### config.mk
export PLATFORM = sky130hd
export DESIGN_NAME = slot_interchanger
export DESIGN_NICKNAME = d
export VERILOG_FILES = /design/src/rtl/tsi_pkg.sv /design/src/rtl/tsi_in_capture.sv /design/src/rtl/tsi_ctrl_store.sv /design/src/rtl/tsi_out_seq.sv /design/src/rtl/slot_interchanger.sv
export SDC_FILE = /design/constraint.sdc
export NUM_CORES = 1
export LEC_CHECK = 0
export BUFFER_PORTS_ARGS = -buffer_cell sky130_fd_sc_hd__buf_4
export CAP_MARGIN = 10
export CORE_UTILIZATION = 30
export CTS_CLUSTER_SIZE = 10
export DETAILED_ROUTE_END_ITERATION = 10
export PLACE_DENSITY = 0.45
export SETUP_SLACK_MARGIN = 0.5
export SLEW_MARGIN = 10
export SYNTH_ARGS = -nofsm -noshare
export SYNTH_HDL_FRONTEND = slang
export SYNTH_HIERARCHICAL = 1
export SYNTH_SLANG_ARGS = --single-unit
### constraint.sdc
create_clock -name clk -period 2.5 [get_ports clk]
set_clock_uncertainty 0.05 [all_clocks]
set_input_delay 0.25 -clock clk [delete_from_list [all_inputs] [get_ports clk]]
set_output_delay 0.25 -clock clk [all_outputs]
set_load 0.05 [all_outputs]
### src/rtl/tsi_pkg.sv
package tsi_pkg;
  // Index width for a count of n items, never below one bit.
  function automatic int unsigned idx_w(input int unsigned n);
    return (n > 1) ? $clog2(n) : 1;
  endfunction
endpackage

### src/rtl/tsi_in_capture.sv
module tsi_in_capture #(
  parameter int unsigned N_IN   = 4,
  parameter int unsigned WORD_W = 8,
  localparam int unsigned IW    = tsi_pkg::idx_w(N_IN)
) (
  input  logic                         clk,
  input  logic                         rst_n,
  input  logic                         in_valid,
  input  logic                         in_sof,
  input  logic [WORD_W-1:0]            in_word,
  output logic [IW-1:0]                cur_slot,
  output logic                         frame_done,
  output logic [N_IN-1:0][WORD_W-1:0]  hold
);
  localparam logic [IW-1:0] LAST = IW'(N_IN - 1);

  logic [IW-1:0]               slot_q, slot_d;
  logic [N_IN-1:0][WORD_W-1:0] cap_q;
  logic [N_IN-1:0][WORD_W-1:0] hold_q;

  always_comb begin
    cur_slot   = in_sof ? '0 : slot_q;
    frame_done = in_valid && (cur_slot == LAST);
    slot_d     = slot_q;
    if (in_valid) slot_d = (cur_slot == LAST) ? '0 : cur_slot + 1'b1;
  end

  always_ff @(posedge clk or negedge rst_n) begin
    if (!rst_n) slot_q <= '0;
    else        slot_q <= slot_d;
  end

  // Data storage carries no reset; it is qualified by the control store.
  generate
    for (genvar i = 0; i < N_IN; i++) begin : g_word
      always_ff @(posedge clk) begin
        if (in_valid && (cur_slot == IW'(i))) cap_q[i] <= in_word;
      end
      always_ff @(posedge clk) begin
        if (frame_done) hold_q[i] <= (i == N_IN - 1) ? in_word : cap_q[i];
      end
    end
  endgenerate

  assign hold = hold_q;
endmodule

### src/rtl/tsi_ctrl_store.sv
module tsi_ctrl_store #(
  parameter int unsigned N_IN  = 4,
  parameter int unsigned M_OUT = 6,
  localparam int unsigned IW   = tsi_pkg::idx_w(N_IN),
  localparam int unsigned OW   = tsi_pkg::idx_w(M_OUT)
) (
  input  logic            clk,
  input  logic            rst_n,
  input  logic            in_valid,
  input  logic [IW-1:0]   cur_slot,
  input  logic            busy_bit,
  input  logic            src_pulse,
  input  logic            erase_pulse,
  input  logic            out_act,
  input  logic [OW-1:0]   out_slot,
  input  logic            dst_pulse,
  output logic            hit,
  output logic [IW-1:0]   hit_src,
  output logic [N_IN-1:0] vld_vec,
  output logic [N_IN-1:0] match_vec,
  output logic            wr_en
);
  logic [N_IN-1:0]           ent_v_q, ent_v_d;
  logic [N_IN-1:0][OW-1:0]   ent_d_q, ent_d_d;
  logic                      pend_v_q, pend_v_d;
  logic [IW-1:0]             pend_n_q, pend_n_d;

  assign wr_en = dst_pulse && out_act && pend_v_q;

  always_comb begin
    ent_v_d  = ent_v_q;
    ent_d_d  = ent_d_q;
    pend_v_d = pend_v_q;
    pend_n_d = pend_n_q;
    for (int i = 0; i < N_IN; i++) begin
      if (in_valid && (cur_slot == IW'(i)) && (!busy_bit || erase_pulse))
        ent_v_d[i] = 1'b0;
      if (wr_en) begin
        if (pend_n_q == IW'(i)) begin
          ent_v_d[i] = 1'b1;
          ent_d_d[i] = out_slot;
        end else if (ent_d_q[i] == out_slot) begin
          ent_v_d[i] = 1'b0;
        end
      end
    end
    if (wr_en) pend_v_d = 1'b0;
    if (src_pulse && in_valid) begin
      pend_v_d = 1'b1;
      pend_n_d = cur_slot;
    end
  end

  always_ff @(posedge clk or negedge rst_n) begin
    if (!rst_n) begin
      ent_v_q  <= '0;
      pend_v_q <= 1'b0;
    end else begin
      ent_v_q  <= ent_v_d;
      pend_v_q <= pend_v_d;
    end
  end

  always_ff @(posedge clk) begin
    ent_d_q  <= ent_d_d;
    pend_n_q <= pend_n_d;
  end

  always_comb begin
    hit_src = '0;
    for (int i = 0; i < N_IN; i++) begin
      match_vec[i] = ent_v_q[i] && (ent_d_q[i] == out_slot);
      if (match_vec[i]) hit_src = IW'(i);
    end
    hit     = out_act && (|match_vec);
    vld_vec = ent_v_q;
  end
endmodule

### src/rtl/tsi_out_seq.sv
module tsi_out_seq #(
  parameter int unsigned M_OUT = 6,
  localparam int unsigned OW   = tsi_pkg::idx_w(M_OUT)
) (
  input  logic          clk,
  input  logic          rst_n,
  input  logic          start,
  output logic          out_act,
  output logic [OW-1:0] out_slot,
  output logic          out_sof
);
  localparam logic [OW-1:0] LAST = OW'(M_OUT - 1);

  logic          act_q, act_d;
  logic [OW-1:0] slot_q, slot_d;

  always_comb begin
    act_d  = act_q;
    slot_d = slot_q;
    if (start) begin
      act_d  = 1'b1;
      slot_d = '0;
    end else if (act_q) begin
      if (slot_q == LAST) act_d = 1'b0;
      else                slot_d = slot_q + 1'b1;
    end
  end

  always_ff @(posedge clk or negedge rst_n) begin
    if (!rst_n) begin
      act_q  <= 1'b0;
      slot_q <= '0;
    end else begin
      act_q  <= act_d;
      slot_q <= slot_d;
    end
  end

  assign out_act  = act_q;
  assign out_slot = slot_q;
  assign out_sof  = act_q && (slot_q == '0);
endmodule

### src/rtl/slot_interchanger.sv
module slot_interchanger #(
  parameter int unsigned N_IN   = 4,
  parameter int unsigned M_OUT  = 6,
  parameter int unsigned WORD_W = 8
) (
  input  logic              clk,
  input  logic              rst_n,
  input  logic              in_valid,
  input  logic              in_sof,
  input  logic [WORD_W-1:0] in_word,
  input  logic              conn_src,
  input  logic              conn_dst,
  input  logic              erase_word,
  output logic              out_valid,
  output logic              out_sof,
  output logic [WORD_W-1:0] out_word
);
  localparam int unsigned IW = tsi_pkg::idx_w(N_IN);
  localparam int unsigned OW = tsi_pkg::idx_w(M_OUT);

  logic [IW-1:0]               cur_slot;
  logic                        frame_done;
  logic [N_IN-1:0][WORD_W-1:0] hold;
  logic                        out_act;
  logic [OW-1:0]               out_slot;
  logic                        hit;
  logic [IW-1:0]               hit_src;
  logic [N_IN-1:0]             vld_vec;
  logic [N_IN-1:0]             match_vec;
  logic                        wr_en;

  tsi_in_capture #(.N_IN(N_IN), .WORD_W(WORD_W)) u_cap (
    .clk(clk), .rst_n(rst_n), .in_valid(in_valid), .in_sof(in_sof),
    .in_word(in_word), .cur_slot(cur_slot), .frame_done(frame_done), .hold(hold)
  );

  tsi_ctrl_store #(.N_IN(N_IN), .M_OUT(M_OUT)) u_ctrl (
    .clk(clk), .rst_n(rst_n), .in_valid(in_valid), .cur_slot(cur_slot),
    .busy_bit(in_word[WORD_W-1]), .src_pulse(conn_src), .erase_pulse(erase_word),
    .out_act(out_act), .out_slot(out_slot), .dst_pulse(conn_dst),
    .hit(hit), .hit_src(hit_src), .vld_vec(vld_vec), .match_vec(match_vec),
    .wr_en(wr_en)
  );

  tsi_out_seq #(.M_OUT(M_OUT)) u_out (
    .clk(clk), .rst_n(rst_n), .start(frame_done),
    .out_act(out_act), .out_slot(out_slot), .out_sof(out_sof)
  );

  assign out_valid = out_act;
  assign out_word  = hit ? hold[hit_src] : '0;
endmodule

* After elaboration in Yosys (flattened, before gate mapping) *
Cells that the tools add are included.

word-level totals
  bits in registers = 81
  input port bits = 15
  logic and storage cells = 94

cells by class
  add/sub/neg operators = 2
  $lt $le $gt $ge = 1
  eq/ne operators = 12
  muxes and demuxes = 32
  reduce and logical (&&, ||, !) cells = 30

operators by type and width
  operator               count
  $mux W1                22
  $logic_and A1 B1 Y1    17
  $bmux W8 S2            1
  $mux W8                2
  $eq A3 B3 Y1           4
  $reduce_and A2 Y1      5
  $mux W3                3
  $eq A2 B2 Y1 const B   4
  $mux W2                4
  $eq A2 B1 Y1 const B   2
  $logic_not A2 Y1       2
  $reduce_bool A2 Y1     2
  $reduce_or A4 Y1       1
  $add A3 B1 Y3 const B  1
  $eq A3 B3 Y1 const B   1
  $logic_not A3 Y1       1
  $lt A2 B3 Y1 const B   1
  $add A2 B1 Y2 const B  1
  $ne A2 B2 Y1 const B   1
  $logic_not A1 Y1       1
  $logic_or A1 B1 Y1     1

* Logic depth before layout (Yosys ltp) *
Gate-level depths: netlist of the first run.

  depth in word-level cells = 8
  mapped depth = 7
  mapped depth without buffers = 6

* Cells and area by module *
The synthesis of the first run kept the hierarchy.

modules (own cells, without submodules)
  module             times used  cells an instance  area each (um^2)
  tsi_in_capture     1           70                 1,824.2
  tsi_ctrl_store     1           69                 887.1
  slot_interchanger  1           29                 255.2
  tsi_out_seq        1           21                 247.7

* Worst setup path after synthesis of the first run *
OpenSTA, ideal clock, no wires.

  path kind = register -> output
  from = register u_out.slot_q[0], in the netlist u_out/out_slot[0]
  to = output out_word[0]
  arrival = 2.243 ns
  data required time = 2.200 ns
  setup slack = -0.043 ns
  cell stages (with the launch flop) = 7
  path buffers = 1
  path through = dfrtp_1 -> xor2_1 -> nand4bb_1 -> a41oi_1 -> nand2b_1 -> buf_1 -> o22ai_1

between the ends
  elaborated cells on any way between the ends = 16
  those cells by class = 4 x eq/ne; 6 x mux; 6 x reduce/logical

RTL lines
  item                    RTL line                 text
  start, declared         tsi_out_seq.sv:15        logic [OW-1:0] slot_q, slot_d;
  start signal, assigned  tsi_out_seq.sv:35        slot_q <= slot_d;
  $eq A3 B3 Y1            tsi_ctrl_store.sv:72     match_vec[i] = ent_v_q[i] && (ent_d_q[i] == out_slot);
  $logic_and A1 B1 Y1     tsi_ctrl_store.sv:72
  $reduce_or A4 Y1 *      tsi_ctrl_store.sv:75     hit = out_act && (|match_vec);
  $logic_and A1 B1 Y1 *   tsi_ctrl_store.sv:75
  net hit                 slot_interchanger.sv:26  logic hit;
  $mux W8 *               slot_interchanger.sv:51  assign out_word = hit ? hold[hit_src] : '0;
  end, declared           slot_interchanger.sv:16  output logic [WORD_W-1:0] out_word

The timed path passes the listed nets; every way through them passes the cells marked *. The select of a mux whose other input is x is not followed.

* Worst setup path in the final report of the first run *
  from = register u_out.slot_q[1], in the netlist u_out/out_slot[1]
  to = output out_word[0]

The elaborated chain is that of the path after synthesis.

==> metrics.md, run 1 <==
| Metric | Value |
|---|---|
| Number of core rows | 37 |
| Overall die area | 11100 sq um |
| Die X-Extent | 105 microns |
| Fin cells | 381 |
| I/O pin cnt | 25 |
| Vias | 1736 |
| CTS Buf Count | 9 |
| Worst VDD drop | 0.475 mV |
| Fillers | 932 |
| Clock buffer depth | 2 |
| Area Overhead vs Synth | 41.1% |
| Failing checks | setup timing |
| GPL Wtd Cong | 0.740 |
| Initial DRC count | 77 |
| Routed WL per cell | 16.2 microns |
| Synth Instances | 186 |
| Detail Route Antenna Nets | 0 |
| Crit-path cells | buf_6 > xnor2_4 > nand4_1 > a41oi_4 > buf_6 > nand2_8 > o22ai_4 > buf_6 |
| DRC Markers | 0 |
| Status | finished with violations |
| Synth Net Count | 205 |
| Initial antenna violation count | 0 |
| CTS tree | yes |
| Setup TNS Final | -0.251 ns |
| Post-route minimum period | 2.54 ns |
| Most frequent cells in the layout | edfxtp_1, buf_4, mux2i_4 |
| Placeable Area | 10300 sq um |
| CP max stage cell | dfrtp_2 |
| Pre-antenna DRT Iters | 4 |
| Area of the multi-input gates | 1240 sq um |
| Worst-path clk slew | 0.10 ns |
| Max-Cap Viols | 0 |
| Fin nets | 259 |
| Congestion Overflow GR | 0 |
| DP Cell Count | 350 |
| Routed WL | 6.16 mm |
| Syn Area/Cell | 17.2 sq um |
| Critical Path RT | 2.20 ns |
| Worst relative slew slack | 0.583 |
| Critical path arrival | 2.24 ns |
| Crit-path max FO | 8 |
| Area post-placement | 3750 sq um |
| HP Class | in -> reg |
| Crit path kind | reg -> out |
| Top delay family on crit path | flip-flops |
| Initial core utilization | 0.310 |
| Buf/Inv on CP | 3 |
| Fmax | 0.393 GHz |
| Netlist Area Pre-Place | 3200 sq um |
| Hold Vio Cnt, Final | 0 |
| Final setup fails | 8 |
| First-pass GRT wire length | 10.0 mm |
| Vias/cell | 4.56 |
| Share of layout cells above drive strength 1 | 0.461 |
| Dpl hpwl | 3.79 mm |
| Die Ht | 105 microns |
| GRT Total Usage | 0.123 |
| Input/output buffers | 24 |
| Crit path largest cell delay | 0.50 ns |
| Vias in the first global route | 1765 |
| Synth warnings | 6 |
| Power Density | 1010 nW/um^2 |
| H-tree levels | 3 |
| Largest net degree at the start of global routing | 33 |
| Worst Tran Pin Value | 0.621 ns |
| RSZ-0062 raised after global routing | true |
| Final worst slack | -0.0439 ns |
| Startpoint types | flip-flop |
| CP most frequent cell | buf_6 |
| Antenna cell count | 0 |
| CTS sink cnt | 81 |
| Kind of end point of the critical path | output port |
| Final slew viol count | 0 |
| CTS Root Cell | clkbuf_8 |
| Final instance area | 4520 sq um |
| Commonest non-fill, non-tap cell in the layout | edfxtp_1 |
| Register Area | 2380 sq um |
| Final worst-path cycle share | 1.02 |
| Clk_lat worst skew | 0.35 ns |
| LEAKAGE | 0.00156 uW |
report_power, final:
part           internal, uW  switching, uW
Clock                   688            521
Combinational           809            731
Sequential             1650            170
layout make-up:
cell class	instances	area share
flip-flops and latches	81	0.527
repair buffers	46	0.0975
inverters	9	0.00748
clock inverters	7	0.0293
well taps	136	0.0377
clock buffers	9	0.0274
multi-input cells	93	0.274
worst paths after layout:
kind                            slack [ns]  cells after the start                           from                            end
worst min register to register        0.37                      0      u_cap/cap_q[15]$_DFFE_PP_       u_cap/hold[15]$_DFFE_PP_
worst max-delay path                 -0.04                      8  u_out/out_slot[1]$_DFFE_PN0P_                    out_word[0]
worst min-delay path                  0.04                      1                     in_word[2]      u_cap/cap_q[18]$_DFFE_PP_
max in group asynchronous             2.01                      2                          rst_n  u_out/out_slot[2]$_DFFE_PN0P_
min in group asynchronous             0.22                      2                          rst_n        u_out/out_act$_DFF_PN0_
worst max register to register        0.72                      2        u_out/out_act$_DFF_PN0_    u_ctrl/ent_d_q[4]$_DFFE_PP_
what timing repair did:
action | in CTS | in global routing
hold buffers | 1 | 0
setup buffers | 12 | 1
pin swaps | 6 | 5
gates cloned | 1 | 0
resized for setup | 38 | 20
setup endpoints to repair | 8 | 9
endpoints found under the hold margin | 11 | 0
per-layer routing:
layer	track usage	up-vias	wire length (microns)
met4	0.0634	0	92
li1	-	831	-
met2	0.191	25	3020
met5	0	-	0
met3	0.0216	8	168
met1	0.166	872	2870
flip-flops by register name (all words and copies together), names as in the netlist:
register and cells:
u_cap/hold 32, u_out/out_act 1, u_ctrl/pend_n_q 2, u_cap/cap_q 24
u_cap/slot_q 2, u_ctrl/pend_v_q 1, u_out/out_slot 3, u_ctrl/ent_d_q 12
u_ctrl/vld_vec 4
metrics by stage:
stage | power (uW) | utilization | hold WS (ns) | setup WS [ns]
6_report | 4570 | 0.438 | 0.0405 | -0.0439
5_1_grt | 4780 | 0.438 | 0.0311 | -0.166
4_1_cts | 4440 | 0.422 | 0.0279 | -0.0704
3_5_place_dp | 2850 | 0.363 | 0.0521 | 0.217
3_3_place_gp | 2860 | 0.363 | 0.0535 | 0.183
2_1_floorplan | 2590 | - | -0.0956 | 0.493
Note: power is estimated with default switching activity, not from simulation.
==> inputs of run 2 (changes only) <==
Settings changed: BUFFER_PORTS_ARGS -buffer_cell sky130_fd_sc_hd__buf_4 to -buffer_cell sky130_fd_sc_hd__buf_2, CTS_CLUSTER_SIZE 10 to not set.
Clock period 2.5 ns to 2.7 ns, I/O delays scaled along.
==> metrics.md, run 2 (synthesized netlist as in run 1, its figures left out) <==
| Metric | Value |
|---|---|
| Critical path arrival | 2.23 ns (about the same) |
| Setup crit start | u_out/out_slot[2]$_DFFE_PN0P_ |
| Max-Cap Viols | 0 (unchanged) |
| DR top layer | met4 |
| Routed met1 length | 2.70 mm (-5.9%) |
| Die Ht | 105 microns (unchanged) |
| Startpoint types | flip-flop |
| Detail Route Antenna Nets | 0 (unchanged) |
| I/O pin cnt | 25 (unchanged) |
| Routed WL per cell | 16.1 microns (-0.57%) |
| Die X-Extent | 105 microns (unchanged) |
| Largest register FFs | 32 (unchanged) |
| Dpl hpwl | 3.71 mm (-2.2%) |
| Initial antenna violation count | 0 (unchanged) |
| Number of core rows | 37 (unchanged) |
| Crit-path cells | buf_6 > xor2_1 > nand4bb_1 > a41oi_2 > buf_4 > nand2_8 > o22ai_4 > buf_6 |
| WL met2 | 3.13 mm (+3.6%) |
| CTS Buf Count | 9 (unchanged) |
| GPL Wtd Cong | 0.749 (+1.2%) |
| Initial core utilization | 0.310 (unchanged) |
| GRT Total Usage | 0.122 (-0.00135) |
| CTS Root Cell | clkbuf_8 |
| Fmax | 0.392 GHz |
| Largest net degree at the start of global routing | 33 (unchanged) |
| CTS sink cnt | 81 (unchanged) |
| Worst VDD drop | 0.387 mV (-18%) |
| Final slew viol count | 0 (unchanged) |
| RSZ-0062 raised after global routing | true |
| Congestion Overflow GR | 0 (unchanged) |
| DP Cell Count | 350 (unchanged) |
| Input/output buffers | 24 (unchanged) |
| Vias/cell | 4.53 (-0.55%) |
| Worst relative slew slack | 0.605 (+0.0220) |
| Clk_lat worst skew | 0.35 ns (about the same) |
| Worst R2R Path Depth | 2 (unchanged) |
| Post-route minimum period | 2.55 ns |
| Antenna cell count | 0 (unchanged) |
| Finished Core Util | 0.418 (-0.0198) |
| Worst Hold End | u_cap/hold[26]$_DFFE_PP_ |
| Power Density | 903 nW/um^2 (-11%) |
| Reg-to-reg endpoint | u_ctrl/ent_d_q[5]$_DFFE_PP_ |
| Final worst-path cycle share | 0.945 |
| Clock share of power | 0.230 (-0.034) |
| HP Class | in -> reg |
| Sw Pwr | 1250 uW (-12%) |
| Placeable Area | 10300 sq um (unchanged) |
| Switching share of power | 0.321 (+0.00991) |
| Hold WS | 0.0841 ns (+0.0436 ns) |
| Share of layout cells above drive strength 1 | 0.439 (-0.0227) |
| Clock buffer depth | 2 (unchanged) |
| Fin cells | 380 (-0.26%) |
| Crit path largest cell delay | 0.50 ns (about the same) |
| Combinational group share of total power | 0.342 (+0.005) |
| Worst hold path cell count | 1 (unchanged) |
| Initial DRC count | 60 (-22%) |
| Commonest non-fill, non-tap cell in the layout | edfxtp_1 |
| Internal Pwr Total | 2650 uW (-16%) |
| Fin nets | 258 (-0.39%) |
| CTS tree | yes |
| Kind of end point of the critical path | output port |
| Routed WL | 6.11 mm (-0.83%) |
| Vias in the first global route | 1795 (+1.7%) |
| Status | finished clean |
| Setup TNS Final | 0 ns (+0.251 ns) |
| DRC Markers | 0 (unchanged) |
| First-pass GRT wire length | 9.83 mm (-1.9%) |
| Met3 wire length | 138 microns (-18%) |
| CP max stage cell | dfrtp_2 |
| Reg power frac | 0.428 (+0.029) |
| Worst-path clk slew | 0.09 ns (about the same) |
| LEAKAGE | 0.00149 uW (-4.4%) |
| Overall die area | 11100 sq um (unchanged) |
| Final setup fails | 0 (-8) |
| Crit-path max FO | 8 (unchanged) |
| Crit path kind | reg -> out |
| H-tree levels | 3 (unchanged) |
| CP most frequent cell | buf_6 |
| R2R Setup Slk | 0.94 ns (+0.22 ns) |
| Buf/Inv on CP | 3 (unchanged) |
| Most frequent cells in the layout | edfxtp_1, buf_2, mux2i_4, buf_4, buf_6 |
| Overall power | 3900 uW (-15%) |
| Vias | 1722 (-0.81%) |
| Hold Vio Cnt, Final | 0 (unchanged) |
| Reg2Reg Launch Point | u_out/out_act$_DFF_PN0_ |
| Top delay family on crit path | flip-flops |
| Worst min-delay path startpoint | in_word[2] |
| Critical Path RT | 2.38 ns (+0.18 ns) |
| Pre-antenna DRT Iters | 4 (unchanged) |
| Worst Tran Pin Value | 0.592 ns (-0.0295 ns) |
| Area Overhead vs Synth | 34.7% |
run 2: worst max path at each step:
stage / slack (ns) / depth (start not counted) / to
after CTS: 0.10 / 8 / out_word[0]
after global placement: 0.29 / 6 / out_word[0]
after global routing: 0.05 / 8 / out_word[0]
after floorplan: 0.53 / 6 / out_word[0]
final: 0.15 / 8 / out_word[0]
after detailed placement: 0.26 / 6 / out_word[4]
run 2: power groups by stage:
stage,Clock [uW],Combinational [uW],Sequential (uW)
after global placement,0,875,1700
after global routing,985,1440,1690
after floorplan,0,659,1690
after detailed placement,0,880,1700
final,895,1330,1670
after CTS,937,1200,1660
run 2: what timing repair did:
| item | CTS | global route |
|---|---|---|
| endpoints found under the hold margin | 11 | 0 |
| setup endpoints to repair | 8 | 8 |
| buffers inserted | 8 | 4 |
| pin swaps | 2 | 11 |
| gates cloned | 1 | 0 |
| resized for setup | 48 | 20 |
| hold buffers | 1 | 0 |
run 2: routing by layer:
metal / vias up / global-route usage
met5: - / 0
met4: 0 / 0.0634
met3: 11 / 0.0235
met2: 22 / 0.200
met1: 862 / 0.154
li1: 827 / -
run 2: area by class of cell:
class,count,area (sq um)
timing repair buffer,45,374
sequential,81,2380
clock inverter,7,77.6
fill,942,6010
multi-input combinational,93,1150
clock buffer,9,124
tap,136,170
inverter,9,33.8
run 2: metrics by stage:
stage	setup WS [ns]	area [sq um]
6_report	0.149	4320
5_1_grt	0.0477	4320
4_1_cts	0.101	4160
3_5_place_dp	0.262	3640
3_3_place_gp	0.289	3640
2_1_floorplan	0.531	3320
